<file path="config.mk">
export PLATFORM = sky130hd
export DESIGN_NAME = pmod_gate
export DESIGN_NICKNAME = d
export VERILOG_FILES = /design/src/rtl/pmod_pkg.sv /design/src/rtl/pmod_ctl_reg.sv /design/src/rtl/pmod_sync_stage.sv /design/src/rtl/pmod_access_gate.sv /design/src/rtl/pmod_gate.sv
export SDC_FILE = /design/constraint.sdc
export NUM_CORES = 1
export LEC_CHECK = 0
export BUFFER_PORTS_ARGS = -buffer_cell sky130_fd_sc_hd__clkbuf_2
export CAP_MARGIN = 20
export CELL_PAD_IN_SITES_DETAIL_PLACEMENT = 1
export CELL_PAD_IN_SITES_GLOBAL_PLACEMENT = 1
export CORE_AREA = 2 2 142 144
export DETAILED_ROUTE_END_ITERATION = 8
export DIE_AREA = 0 0 144 146
export GPL_ROUTABILITY_DRIVEN = 0
export PLACE_DENSITY = 0.72
export SKIP_CTS_REPAIR_TIMING = 1
export SYNTH_ARGS = -nofsm -noshare
export SYNTH_HDL_FRONTEND = slang
export SYNTH_SLANG_ARGS = --single-unit
</file>
<file path="constraint.sdc">
create_clock -name clk -period 2.48 [get_ports clk]
set_input_delay 0.248 -clock clk [delete_from_list [all_inputs] [get_ports clk]]
set_output_delay 0.248 -clock clk [all_outputs]
set_load 0.05 [all_outputs]
</file>
<file path="src/rtl/pmod_pkg.sv">
package pmod_pkg;
   localparam int unsigned MAX_MODS = 16;

   function automatic int unsigned sel_bits(input int unsigned n);
      return (n > 1) ? $clog2(n) : 1;
   endfunction
endpackage

</file>
<file path="src/rtl/pmod_ctl_reg.sv">
module pmod_ctl_reg #(
   parameter int unsigned      NUM_MODS = 16,
   parameter logic [NUM_MODS-1:0] PRESENT = '1
) (
   input  logic                clk,
   input  logic                rst_n,
   input  logic                wr_en,
   input  logic [NUM_MODS-1:0] wr_data,
   output logic [NUM_MODS-1:0] dis_q
);
   // Only present positions own a flop; absent ones are tied low.
   for (genvar i = 0; i < NUM_MODS; i++) begin : g_bit
      if (PRESENT[i]) begin : g_flop
         always_ff @(posedge clk or negedge rst_n) begin
            if (!rst_n)     dis_q[i] <= 1'b0;
            else if (wr_en) dis_q[i] <= wr_data[i];
         end
      end else begin : g_tie
         assign dis_q[i] = 1'b0;
      end
   end

   p_write_load_r4: assert property (@(posedge clk) disable iff (!rst_n)
      wr_en |=> dis_q == $past(wr_data & PRESENT));
   p_write_hold_r4: assert property (@(posedge clk) disable iff (!rst_n)
      !wr_en |=> $stable(dis_q));
endmodule

</file>
<file path="src/rtl/pmod_sync_stage.sv">
module pmod_sync_stage #(
   parameter int unsigned NUM_MODS = 16
) (
   input  logic                clk,
   input  logic                rst_n,
   input  logic                stb,
   input  logic [NUM_MODS-1:0] dis_d,
   output logic [NUM_MODS-1:0] eff_q
);
   always_ff @(posedge clk or negedge rst_n) begin
      if (!rst_n)   eff_q <= '0;
      else if (stb) eff_q <= dis_d;
   end

   p_take_on_strobe_r5: assert property (@(posedge clk) disable iff (!rst_n)
      stb |=> eff_q == $past(dis_d));
   p_hold_off_strobe_r5: assert property (@(posedge clk) disable iff (!rst_n)
      !stb |=> $stable(eff_q));
endmodule

</file>
<file path="src/rtl/pmod_access_gate.sv">
module pmod_access_gate
   import pmod_pkg::*;
#(
   parameter int unsigned NUM_MODS = 16,
   parameter int unsigned DATA_W   = 16,
   localparam int unsigned SEL_W   = sel_bits(NUM_MODS)
) (
   input  logic                       clk,
   input  logic                       rst_n,
   input  logic [NUM_MODS-1:0]        active,
   input  logic [NUM_MODS-1:0]        wr_req,
   output logic [NUM_MODS-1:0]        wr_en,
   input  logic                       rd_req,
   input  logic [SEL_W-1:0]           rd_sel,
   input  logic [NUM_MODS*DATA_W-1:0] rd_bus,
   output logic [DATA_W-1:0]          rd_data,
   output logic                       rd_valid
);
   assign wr_en = wr_req & active;

   logic [NUM_MODS-1:0] hit;
   logic [DATA_W-1:0]   slice [NUM_MODS];

   // AND-OR selection: each slice contributes only when selected and live.
   for (genvar i = 0; i < NUM_MODS; i++) begin : g_slot
      assign hit[i]   = rd_req && (rd_sel == SEL_W'(i)) && active[i];
      assign slice[i] = hit[i] ? rd_bus[i*DATA_W +: DATA_W] : '0;
   end

   always_comb begin
      rd_data = '0;
      for (int i = 0; i < NUM_MODS; i++) rd_data = rd_data | slice[i];
   end
   assign rd_valid = |hit;

   p_valid_needs_req_r7: assert property (@(posedge clk) disable iff (!rst_n)
      rd_valid |-> rd_req);
   p_zero_when_invalid_r7: assert property (@(posedge clk) disable iff (!rst_n)
      !rd_valid |-> rd_data == '0);
   p_single_hit_r7: assert property (@(posedge clk) disable iff (!rst_n)
      $onehot0(hit));
endmodule

</file>
<file path="src/rtl/pmod_gate.sv">
module pmod_gate
   import pmod_pkg::*;
#(
   parameter int unsigned         NUM_MODS = 16,
   parameter int unsigned         DATA_W   = 16,
   parameter logic [NUM_MODS-1:0] PRESENT  = 16'hBF7D,
   localparam int unsigned        SEL_W    = sel_bits(NUM_MODS)
) (
   input  logic                       clk,
   input  logic                       rst_n,
   input  logic                       icyc_stb,
   input  logic                       cfg_wr_en,
   input  logic [NUM_MODS-1:0]        cfg_wr_data,
   output logic [NUM_MODS-1:0]        cfg_rd_data,
   output logic [NUM_MODS-1:0]        mod_clk_en,
   input  logic [NUM_MODS-1:0]        reg_wr_req,
   output logic [NUM_MODS-1:0]        reg_wr_en,
   input  logic                       rd_req,
   input  logic [SEL_W-1:0]           rd_sel,
   input  logic [NUM_MODS*DATA_W-1:0] mod_rd_bus,
   output logic [DATA_W-1:0]          rd_data,
   output logic                       rd_valid
);
   if (NUM_MODS < 1 || NUM_MODS > MAX_MODS) begin : g_bad_count
      $error("pmod_gate: NUM_MODS out of range");
   end
   if (DATA_W < 1) begin : g_bad_width
      $error("pmod_gate: DATA_W must be positive");
   end

   logic [NUM_MODS-1:0] dis_q;
   logic [NUM_MODS-1:0] eff_q;

   pmod_ctl_reg #(.NUM_MODS(NUM_MODS), .PRESENT(PRESENT)) u_ctl (
      .clk(clk), .rst_n(rst_n), .wr_en(cfg_wr_en),
      .wr_data(cfg_wr_data), .dis_q(dis_q)
   );

   pmod_sync_stage #(.NUM_MODS(NUM_MODS)) u_sync (
      .clk(clk), .rst_n(rst_n), .stb(icyc_stb),
      .dis_d(dis_q), .eff_q(eff_q)
   );

   assign cfg_rd_data = dis_q;
   assign mod_clk_en  = ~eff_q & PRESENT;

   pmod_access_gate #(.NUM_MODS(NUM_MODS), .DATA_W(DATA_W)) u_acc (
      .clk(clk), .rst_n(rst_n), .active(mod_clk_en),
      .wr_req(reg_wr_req), .wr_en(reg_wr_en),
      .rd_req(rd_req), .rd_sel(rd_sel), .rd_bus(mod_rd_bus),
      .rd_data(rd_data), .rd_valid(rd_valid)
   );

   p_absent_never_on_r3: assert property (@(posedge clk) disable iff (!rst_n)
      (mod_clk_en & ~PRESENT) == '0);
   p_wr_needs_clock_r6: assert property (@(posedge clk) disable iff (!rst_n)
      (reg_wr_en & ~mod_clk_en) == '0);
   p_clk_change_needs_strobe_r2: assert property (@(posedge clk) disable iff (!rst_n)
      !icyc_stb |=> $stable(mod_clk_en));
endmodule

</file>
# --- Yosys cells after proc, flatten, opt, wreduce, memory -nomap -nowiden ---
# Cells that the tools add are included.
word_totals:
  reg_bits: 26
  inputBits: 297
  output_inout_bits: 65
classes:
  n_eq_ne: 12
  muxes: 13
  bitwise: 14
  n_reduce_logical: 28
op_table:
  columns: ["operator", "count"]
  rows:
  - ["$mux 16", 13]
  - ["$or 16x16->16", 12]
  - ["$eq 4x4->1 const B", 7]
  - ["$logic_and 1x1->1", 26]
  - ["$and 16x16->16", 1]
  - ["$not 16->16", 1]
  - ["$reduce_or 13->1", 1]
  - ["$eq 4x3->1 const B", 3]
  - ["$eq 4x2->1 const B", 2]
  - ["$logic_not 4->1", 1]

# --- Logic depth before layout (Yosys ltp) ---
depth:
  word_depth: 16
  depth_mapped: 7
  ltp_nobuf: 5

# --- Modules after synthesis ---
# Synthesis repeated with hierarchy kept, for this count alone.
hier_totals:
  hier_cells: 320
  hier_area_um2: 3144.3
modules_own_cells:
  columns: ["mod", "n_inst", "cells_each", "area_per_inst_um2"]
  rows:
  - ["pmod_access_gate", 1, 238, 1873.0]
  - ["pmod_sync_stage", 1, 34, 649.4]
  - ["pmod_ctl_reg", 1, 31, 546.8]
  - ["pmod_gate", 1, 17, 75.1]

# --- Worst setup path before layout ---
# OpenSTA, ideal clock, no wires.
synth_path:
  kind: "in2out"
  from: "in rd_sel[0]"
  to: "out rd_data[7]"
  arrival_time_ps: 1764
  slack_ps: 468
  path_stages: 6
  n_path_buf: 2
  cell_sequence: "buf_2 -> or2_4 -> nor3_2 -> buf_2 -> a22oi_1 -> nand4_1"
synth_via:
  elab_chain_len: 16
synth_rtl:
  columns: ["item", "line_no", "text"]
  rows:
  - ["from (decl)", "pmod_gate.sv:19", "input logic [SEL_W-1:0] rd_sel,"]
  - ["$eq 4x2->1 / $logic_not 4->1 (equally long branches)", "pmod_access_gate.sv:26", "assign hit[i] = rd_req && (rd_sel == SEL_W'(i)) && active[i];"]
  - ["$logic_and 1x1->1 (2 in a row)", "pmod_access_gate.sv:26", null]
  - ["$mux 16", "pmod_access_gate.sv:27", "assign slice[i] = hit[i] ? rd_bus[i*DATA_W +: DATA_W] : '0;"]
  - ["$or 16x16->16 (11 in a row)", "pmod_access_gate.sv:32", "for (int i = 0; i < NUM_MODS; i++) rd_data = rd_data | slice[i];"]
  - ["$or 16x16->16 (*)", "pmod_access_gate.sv:32", null]
  - ["to (decl)", "pmod_gate.sv:21", "output logic [DATA_W-1:0] rd_data,"]
# Every way passes the cells marked *; elsewhere a longest branch is shown, timed or not.

# --- Worst setup path in the final report ---
layout_path:
  from: "in rd_sel[2]"
  to: "out rd_data[11]"
# Same word-level chain as after synthesis.

==> summary.txt <==
Placement
  – Port Buffers: just under 300
  – Placed cell area: 4650 um^2
  – Setup WS pre-CTS: slightly below 0.1 ns
  – Detailed Place HPWL: 14.0 mm

Clock tree
  – Deepest clock path buffer count: 2
  – Root Buffer: clkbuf_16
  – TritonCTS buffer count: 3
  – TritonCTS clock tree: done
  – Clock slew at reported path FFs: around 0.060 ns
  – Worst-Skew Late Latency: 0.26 ns
  – Clock Sinks: 26
  – H-tree Lvls: 1

Timing
  – Tcrit/Tclk final: 0.930
  – Final worst path period need: 2.31 ns
  – Rel. slew slack: 0.555
  – # setup viols final: 0
  – Final Max Slew Viols: 0
  – Total negative slack: 0 ns
  – Final Skew: roughly 0.0012 ns
  – Fmax: 0.434 GHz
  – Least-Margin Pin Slew: approximately 0.67 ns
  – Fin worst setup slack: around 0.17 ns
  – Final hold vios: 0
  – RSZ-0062 raised after global routing: false

Pwr
  – Lkg Pwr: 2.32 nW
  – Worst VDD drop: between 0.4 and 0.5 mV
  – Overall power: between 1.5 and 2 mW
  – PwrDens: about 400 nW/um^2

Critical path
  – CP arrival: roughly 2 ns
  – Worst path required time: approximately 2.2 ns
  – CP Class: primary input to output port
  – CP endpoint kind: output port
  – Crit path launch type: primary input
  – CP max FO: 10

Logic synthesis
  – Xor/xnor cell area share of the yosys netlist: 0
  – Yosys reg bits: 26
  – Post-synthesis sequential area ratio: 0.256
  – Largest family of logic cells by synthesized area: compound AO/OA/AOI/OAI gates
  – Simple-Gate Fraction of Synth Area: 0.240
  – Ys flop type: dfrtp_1
  – Synth Area in Compound Gates: 0.348
  – Post-Synth Adder-Cell Area: 0
  – Post-synthesis mux area share: 0.0616
  – YS warnings: 0
  – Async S/R FF share, synth: 1.00
  – Syn Area/Cell: between 8 and 9 um^2
  – EDFF count, synth: 0
  – Synthesized area: between 2000 and 3000 um^2
  – Post-synthesis cell type count: 35
  – Post-Syn Instances: between 200 and 300

Finish
  – Fillcell total: 2389
  – Nets: 886
  – Final Cell Area: 4750 um^2
  – Area Growth Syn to Fin: 87.2%
  – Share of cells above drive strength 1: 0.597

Route
  – Routed len/inst: about 20 um
  – Antenna-violating nets left: 0
  – Routed WL: roughly 17 mm
  – DRC: 0
  – Post-DR vias/cell: ~4.5
  – Via Count: around 3.8k
  – Initial drt markers: around 230
  – First-pass DRT Iterations: 9

Die
  – Starting density of the core: 0.131
  – DIE AREA: about 21000 um^2
  – Die Width: ~140 um
  – Die Height: approximately 150 um
  – Ports: roughly 360
  – Core area: 19300 um^2
  – FP Rows: 51

Flow run
  – Maxcap violations: 0

Global routing
  – Vias in the first global route: 4037
  – Initial antenna violation count: 4
  – Largest net degree at the start of global routing: 27
  – GR Overflow Total: 0
  – Total GRT Usage: 0.151
  – First-pass GRT wire length: 23.8 mm

Status
  – Status: completed

Worst hold path
  – HP Class: primary input to async pin
cell usage in the layout, fill, tap and decap left out, drive strengths merged, types with 2 or more instances in the layout:
cell type,synthesis,routed
nand3b,3,3
o21ai,14,14
a21oi,2,2
clkbuf,3,291
and3,15,15
nand2b,2,2
nand3,5,5
mux2,13,13
nand4,12,12
nor3,13,13
dfrtp,26,26
a22oi,71,71
a222oi,15,15
a22o,5,5
diode,0,4
conb,1,9
or3,2,2
o2111ai,2,2
nand2,18,18
buf,24,30
nor2b,13,13
inv,15,15
a221oi,5,5
worst paths after layout:
| check | startpoint | end | slack, ns | cells after the start |
|---|---|---|---|---|
| worst max-delay path | rd_sel[2] | rd_data[11] | 0.17 | 7 |
| worst min-delay path | rst_n | u_ctl.dis_q[3] | 0.008 | 1 |
| worst max register to register | u_sync.eff_q[4] | u_sync.eff_q[4] | 1.64 | 2 |
| worst min register to register | u_ctl.dis_q[0] | u_sync.eff_q[0] | 0.53 | 2 |
| max in group asynchronous | rst_n | u_ctl.dis_q[6] | 2.04 | 1 |
| min in group clk | cfg_wr_data[15] | u_ctl.dis_q[15] | 0.22 | 2 |
cell type report:
type | count | area (um^2) | share of cell area
tap | 265 | 332 | 0.0698
multi-input combinational | 226 | 1710 | 0.361
antenna | 4 | 10.0 | 0.00211
inverter | 15 | 56.3 | 0.0119
timing repair buffer | 317 | 1900 | 0.400
sequential | 26 | 651 | 0.137
clock buffer | 4 | 88.8 | 0.0187
cells in the mapped netlist (all sizes together), types with 12 or more instances:
master | number | area, um^2
a22oi | 71 | 533
dfrtp | 26 | 651
buf | 24 | 168
nand2 | 18 | 70.1
a222oi | 15 | 150
and3 | 15 | 93.8
inv | 15 | 56.3
o21ai | 14 | 70.1
mux2 | 13 | 146
nor2b | 13 | 81.3
nor3 | 13 | 180
nand4 | 12 | 75.1
sequential cells by signal, summed over array words and instances, names as in the netlist:
name          flops
u_sync.eff_q     13
u_ctl.dis_q      13
worst max-delay path: stages:
cell	delay, ns
clkbuf_2	0.13
nand3b_2	0.36
nor3_4	0.55
buf_4	0.30
a22oi_1	0.09
nand4_1	0.09
clkbuf_2	0.28
metrics by stage:
stage	hold slack (ns)	std cells	utilization
after floorplan	-0.0476	294	-
after global placement	0.316	849	0.241
after detailed placement	0.316	849	0.241
after CTS	0.0402	853	0.245
after global routing	0.0562	855	0.245
final	0.00812	857	0.246
kinds of logic after synthesis:
kind of cell | Yosys count
compound gates | 116
buf+inv | 42
flops | 26
mux | 14
other cells | 1
simple gates | 87
layer usage:
| metal | vias to the layer above | track usage | routed length [um] |
|---|---|---|---|
| met5 | - | 0 | 0 |
| met4 | 0 | 0.0309 | 276 |
| met3 | 18 | 0.0296 | 1780 |
| met2 | 234 | 0.276 | 8560 |
| met1 | 1806 | 0.183 | 6540 |
| li1 | 1764 | - | - |
report_power, final:
group	internal, mW	total [mW]	switching [mW]
logic	0.336	0.940	0.604
clock network	0.247	0.394	0.147
registers	0.471	0.536	0.0650
total	1.05	1.87	0.816
Note: power is estimated with default switching activity, not from simulation.
